[src/rtl/faw_pkg.sv]
package faw_pkg;

    // Upper bound on the effective window, in cycles.
    localparam int FAW_MAX = 63;
    // Number of ACTs allowed inside one window.
    localparam int SLOTS   = 4;
    localparam int AGE_W   = $clog2(FAW_MAX + 1);
    localparam int PTR_W   = $clog2(SLOTS);
    localparam logic [AGE_W-1:0] AGE_SAT = AGE_W'(FAW_MAX);

    typedef logic [AGE_W-1:0] age_t;
    typedef logic [PTR_W-1:0] ptr_t;

    typedef struct packed {
        age_t [SLOTS-1:0] age;
        logic [SLOTS-1:0] vld;
        ptr_t             ptr;
    } hist_t;

endpackage

[src/rtl/faw_window_clamp.sv]
module faw_window_clamp
    import faw_pkg::*;
#(
    parameter int FAW_W = 8,
    parameter int RRD_W = 4
) (
    input  logic [FAW_W-1:0] cfg_faw,
    input  logic [RRD_W-1:0] cfg_rrd,
    output age_t             faw_eff
);
    localparam int LO_W = RRD_W + 2;

    logic [LO_W-1:0] floor_v;
    age_t            capped;

    always_comb begin
        floor_v = {cfg_rrd, 2'b00};
        if (cfg_faw > FAW_W'(FAW_MAX)) begin
            capped = AGE_SAT;
        end else begin
            capped = AGE_W'(cfg_faw);
        end
        if (LO_W'(capped) < floor_v) begin
            faw_eff = AGE_W'(floor_v);
        end else begin
            faw_eff = capped;
        end
    end

endmodule

[src/rtl/faw_rank_history.sv]
module faw_rank_history
    import faw_pkg::*;
#(
    parameter int RRD_W = 4
) (
    input  logic             clk,
    input  logic             rst_n,
    input  logic             act_hit,
    input  age_t             faw_eff,
    input  logic [RRD_W-1:0] rrd_eff,
    output logic             act_ok
);
    hist_t hist_d, hist_q;
    ptr_t  last_ptr;
    logic  full;
    logic  rrd_ok;
    logic  faw_ok;

    // Next-state computation.
    always_comb begin
        hist_d = hist_q;
        for (int k = 0; k < SLOTS; k++) begin
            if (hist_q.vld[k] && hist_q.age[k] != AGE_SAT) begin
                hist_d.age[k] = hist_q.age[k] + AGE_W'(1);
            end
        end
        if (act_hit) begin
            hist_d.age[hist_q.ptr] = AGE_W'(1);
            hist_d.vld[hist_q.ptr] = 1'b1;
            hist_d.ptr             = hist_q.ptr + PTR_W'(1);
        end
    end

    // Permission derived from the registered history.
    always_comb begin
        last_ptr = hist_q.ptr - PTR_W'(1);
        full     = &hist_q.vld;
        rrd_ok   = !hist_q.vld[last_ptr] ||
                   (hist_q.age[last_ptr] >= AGE_W'(rrd_eff));
        faw_ok   = !full || (hist_q.age[hist_q.ptr] >= faw_eff);
        act_ok   = rrd_ok && faw_ok;
    end

    always_ff @(posedge clk) begin
        if (!rst_n) begin
            hist_q <= '0;
        end else begin
            hist_q <= hist_d;
        end
    end

    // an ACT with spacing above one blocks the next cycle
    a_r2_rrd_block: assert property (@(posedge clk) disable iff (!rst_n)
        act_hit && rrd_eff > RRD_W'(1) |=> !act_ok || !$stable(rrd_eff));

    // every presented ACT lands in the slot the pointer named
    a_r9_slot_record: assert property (@(posedge clk) disable iff (!rst_n)
        act_hit |=> hist_q.vld[$past(hist_q.ptr)] &&
                    hist_q.age[$past(hist_q.ptr)] == AGE_W'(1));

    // an empty history never withholds permission
    a_r1_empty_permits: assert property (@(posedge clk) disable iff (!rst_n)
        hist_q.vld == '0 |-> act_ok);

endmodule

[src/rtl/faw_act_limiter.sv]
module faw_act_limiter
    import faw_pkg::*;
#(
    parameter int NUM_RANKS = 4,
    parameter int FAW_W     = 8,
    parameter int RRD_W     = 4,
    localparam int RANK_W   = (NUM_RANKS > 1) ? $clog2(NUM_RANKS) : 1
) (
    input  logic                 clk,
    input  logic                 rst_n,
    input  logic                 act_valid,
    input  logic [RANK_W-1:0]    act_rank,
    input  logic [FAW_W-1:0]     cfg_faw,
    input  logic [RRD_W-1:0]     cfg_rrd,
    output logic [NUM_RANKS-1:0] act_ok
);
    age_t faw_eff;

    faw_window_clamp #(
        .FAW_W (FAW_W),
        .RRD_W (RRD_W)
    ) clamp_i (
        .cfg_faw (cfg_faw),
        .cfg_rrd (cfg_rrd),
        .faw_eff (faw_eff)
    );

    for (genvar r = 0; r < NUM_RANKS; r++) begin : g_rank
        logic hit;
        assign hit = act_valid && (act_rank == RANK_W'(r));

        faw_rank_history #(
            .RRD_W (RRD_W)
        ) hist_i (
            .clk     (clk),
            .rst_n   (rst_n),
            .act_hit (hit),
            .faw_eff (faw_eff),
            .rrd_eff (cfg_rrd),
            .act_ok  (act_ok[r])
        );

        // a rank that receives no ACT keeps its permission while timing is steady
        a_r3_idle_rank_keeps_permit: assert property (@(posedge clk) disable iff (!rst_n)
            !hit && act_ok[r] |=> act_ok[r] || !$stable(cfg_faw) || !$stable(cfg_rrd));
    end

endmodule

[config.mk]
export PLATFORM = sky130hd
export DESIGN_NAME = faw_act_limiter
export DESIGN_NICKNAME = d
export VERILOG_FILES = /design/src/rtl/faw_pkg.sv /design/src/rtl/faw_window_clamp.sv /design/src/rtl/faw_rank_history.sv /design/src/rtl/faw_act_limiter.sv
export SDC_FILE = /design/constraint.sdc
export NUM_CORES = 1
export LEC_CHECK = 0
export ABC_CLOCK_PERIOD_IN_PS = 3200
export BUFFER_PORTS_ARGS = -buffer_cell sky130_fd_sc_hd__buf_2
export CAP_MARGIN = 10
export CORE_MARGIN = 1
export CORE_UTILIZATION = 49
export DETAILED_ROUTE_END_ITERATION = 16
export PLACE_DENSITY = 0.68
export REMOVE_ABC_BUFFERS = 1
export SLEW_MARGIN = 40
export SYNTH_ARGS = -nofsm -noshare
export SYNTH_HDL_FRONTEND = slang
export SYNTH_HIERARCHICAL = 1
export SYNTH_SLANG_ARGS = --single-unit
[constraint.sdc]
create_clock -name clk -period 3.2 [get_ports clk]
set_input_delay 0.32 -clock clk [delete_from_list [all_inputs] [get_ports clk]]
set_output_delay 0.32 -clock clk [all_outputs]
set_load 0.005 [all_outputs]
==> impl_metrics.env <==
export IMPL_layout_setup_ws_ps=41.0
export IMPL_end_kind="primary output"
export IMPL_root_buffer="clkbuf_16"
export IMPL_ant_nets=0
export IMPL_grtUsageTotal_pct=23.5
export IMPL_arrival_ps=2840
export IMPL_dp_hpwl_um=13700
export IMPL_cp_cell_sequence="buf_4 > or3_4 > ha_4 > nand3_4 > o211ai_4 > mux2_4 > inv_2 > ha_1 > a21o_1 > a211oi_2 > o21ai_1 > o41a_1 > buf_2"
export IMPL_via_per_inst=5.99
export IMPL_path_class="primary input to primary output"
export IMPL_drtPass1Iterations=7
export IMPL_worst_path_max_delay_cell="or3_4"
export IMPL_antenna_found_initial=1
export IMPL_synth_edf_count=0
export IMPL_yosysTopAreaCell="dfxtp_1"
export IMPL_fp_dieW_um=130
export IMPL_power_leakage_uw=0.00370
export IMPL_hold_path_class="primary input to flop"
export IMPL_wl_per_cell_um=16.8
export IMPL_num_vias=6756
export IMPL_synth_top_area_share_pct=29.9
export IMPL_top_layer_used="met5"
export IMPL_irDropWorstVdd_mv=0.365
export IMPL_grt_pass1_vias=6238
export IMPL_die_area_mm2=0.0169
export IMPL_synth_area_leaders="dfxtp_1, ha_1, mux4_2, inv_1, nand3_1"
export IMPL_wl_met1_um=8730
export IMPL_place_gp_congestion=0.846
export IMPL_clk_insertion_delay_late_ps=430
export IMPL_htreeDepth=4
export IMPL_final_nets=991
export IMPL_power_density_mw_per_mm2=419
export IMPL_wl_met3_um=1060
export IMPL_startpoint_type="primary input"
export IMPL_period_minus_slack_ps=3160
export IMPL_ys_types=56
export IMPL_grt_pass1_wl_um=30900
export IMPL_postCtsHoldBufs=0
export IMPL_skew_ps=10.8
export IMPL_dpl_cell_count=1095
export IMPL_syn_area_per_cell_um2=9.36
export IMPL_cts_made_buffers=17
export IMPL_r2r_setup_slack_ps=1530
export IMPL_drive_gt1_share_pct=18.1
export IMPL_crit_fanout=6
export IMPL_fp_dieH_um=130
export IMPL_top_regs="g_rank.hist_i/hist_q: 120 flops"
export IMPL_core_area_mm2=0.0159
export IMPL_crit_start="cfg_faw[6]"
export IMPL_maxSlewHeadroom_pct=53.1
export IMPL_numPortBuffers=20
export IMPL_stdcell_count=1127
export IMPL_rr_startpoint="g_rank[2].hist_i/hist_q[0]"
export IMPL_routed_wl_um=18900
export IMPL_ys_ff_latch=120
export IMPL_syn_inst=859
export IMPL_drc=0
export IMPL_max_stage_delay_ps=390
export IMPL_cts_tree="yes"
export IMPL_start_util_pct=50.4
export IMPL_critPathBufInv=3
export IMPL_grt_max_degree=32
export IMPL_setup_tns_ps=0
export IMPL_clk_pin_slew_ps=50
export IMPL_cap_violations=0
export IMPL_async_flop_share_pct=0
export IMPL_min_period_over_period_pct=98.7
export IMPL_synthFlopType="dfxtp_1"
export IMPL_maxSlewViolCount=0
export IMPL_largest_reg_flops=120
export IMPL_drt_initial_drc_count=541
export IMPL_cp_top_family="compound AO/OA/AOI/OAI gates"
export IMPL_wl_met2_um=8860
export IMPL_finalSetupViolCount=0
export IMPL_tightest_slew_ps=700
export IMPL_antenna_diode_count=0
export IMPL_io_pins=21
export IMPL_ys_seq_area_share_pct=29.9
export IMPL_hp_start="act_rank[1]"
export IMPL_fmax_ghz=0.317
export IMPL_pre_cts_ws_ps=-299
export IMPL_rows=46
export IMPL_yosysWarnings=6
export IMPL_timing_rr_end="g_rank[2].hist_i/hist_q[27]"
export IMPL_area_growth_pct=14.5
export IMPL_holdPathStages=4
export IMPL_rsz0062_at_grt="yes"
export IMPL_netlist_area_mm2=0.00804
export IMPL_whs_endpoint="g_rank[0].hist_i/hist_q[3]"
export IMPL_clock_sinks=120
export IMPL_reg2reg_depth=6
export IMPL_outcome="completed"
export IMPL_overflow=0
export IMPL_cp_required_ps=2880
export IMPL_hold_viol=0
export IMPL_largest_register="g_rank.hist_i/hist_q"
export IMPL_clock_path_buffers=2
-- per-stage QoR --
| stage | area [um^2] | power (uW) | hold slack (ps) | utilization [%] |
|---|---|---|---|---|
| final | 9210 | 3860 | 346 | 57.7 |
| after global routing | 9210 | 3990 | 371 | 57.7 |
| after CTS | 9120 | 3880 | 332 | 57.2 |
| after detailed placement | 8460 | 1910 | 515 | 53.1 |
| after global placement | 8460 | 1900 | 513 | 53.1 |
| after floorplan | 7900 | 1780 | 442 | - |
-- layout by cell type, fill, tap and decap left out, types with 19 or more instances in the layout --
cell,count
a21boi_0,20
a21oi_1,25
buf_2,19
buf_4,24
dfxtp_1,119
ha_1,67
inv_1,70
mux2i_1,20
mux4_2,31
nand2_1,60
nand3_1,53
nor2_1,66
nor2b_1,20
nor3_1,23
o2111ai_1,24
xor2_1,30
-- layer usage --
layer  global-route usage (%)  vias to the layer above
met5                        0                        -
met4                     7.39                        2
met3                     5.04                       25
met2                     38.6                      202
met1                     30.9                     3234
li1                         -                     3293
-- area by class of cell --
type	instances	area [um^2]
inverter	79	297
sequential	120	2400
clock inverter	9	123
fill	1394	6740
timing repair buffer	44	295
clock buffer	22	474
tap	216	270
multi-input combinational	637	5340
-- cells in the mapped netlist (6+ instances only) --
cell type,number
dfxtp_1,120
ha_1,75
inv_1,73
nor2_1,66
nand2_1,60
nand3_1,54
mux4_2,31
xor2_1,30
a21oi_1,25
o2111ai_1,24
nor3_1,23
a21boi_0,20
mux2i_1,20
nor2b_1,20
a211oi_1,19
o21ai_0,15
or4_1,12
nand4_1,11
a31oi_1,10
mux4_1,9
o21ai_2,9
buf_2,8
clkbuf_1,8
nand2_2,8
o41ai_1,8
a311oi_1,7
o211ai_1,7
o21ai_1,7
and3_1,6
inv_2,6
-- power breakdown --
| part | switching, uW | internal [uW] | total [uW] | leakage, uW |
|---|---|---|---|---|
| registers | 26.0 | 1510 | 1540 | 0.000969 |
| logic | 202 | 166 | 368 | 0.00243 |
| clock network | 680 | 1270 | 1950 | 0.000296 |
-- worst max-delay path by stage --
| stage | slack (ps) | cells after the start | endpoint |
|---|---|---|---|
| after floorplan | 140 | 11 | act_ok[0] |
| after global placement | -250 | 13 | act_ok[0] |
| after detailed placement | -300 | 13 | act_ok[0] |
| after CTS | 10 | 13 | act_ok[0] |
| after global routing | -40 | 13 | act_ok[2] |
| final | 40 | 13 | act_ok[0] |
-- kinds of logic (layout without fill, tap and decap cells) --
family | after synthesis | after routing | synth area share [%]
simple gates | 285 | 285 | 17.8
xor+xnor | 33 | 33 | 3.59
compound gates | 182 | 182 | 17.3
fa+ha+maj | 75 | 75 | 11.7
buf+inv | 102 | 154 | 5.40
flops | 120 | 120 | 29.9
mux | 62 | 62 | 14.4
-- worst reg2reg max path, stage by stage (launching register included) --
cell	delay, ps
dfxtp_2	350
buf_4	200
ha_1	240
nand2_4	100
nand2_1	140
or4_1	520
nand2_1	80
-- timing repair --
action | CTS | global route
pin swaps | 2 | 8
setup endpoints to repair | 4 | 4
resized for setup | 12 | 19
buffers inserted | 0 | 1
endpoints found under the hold margin | 0 | 0
Note: power is estimated with default switching activity, not from simulation.
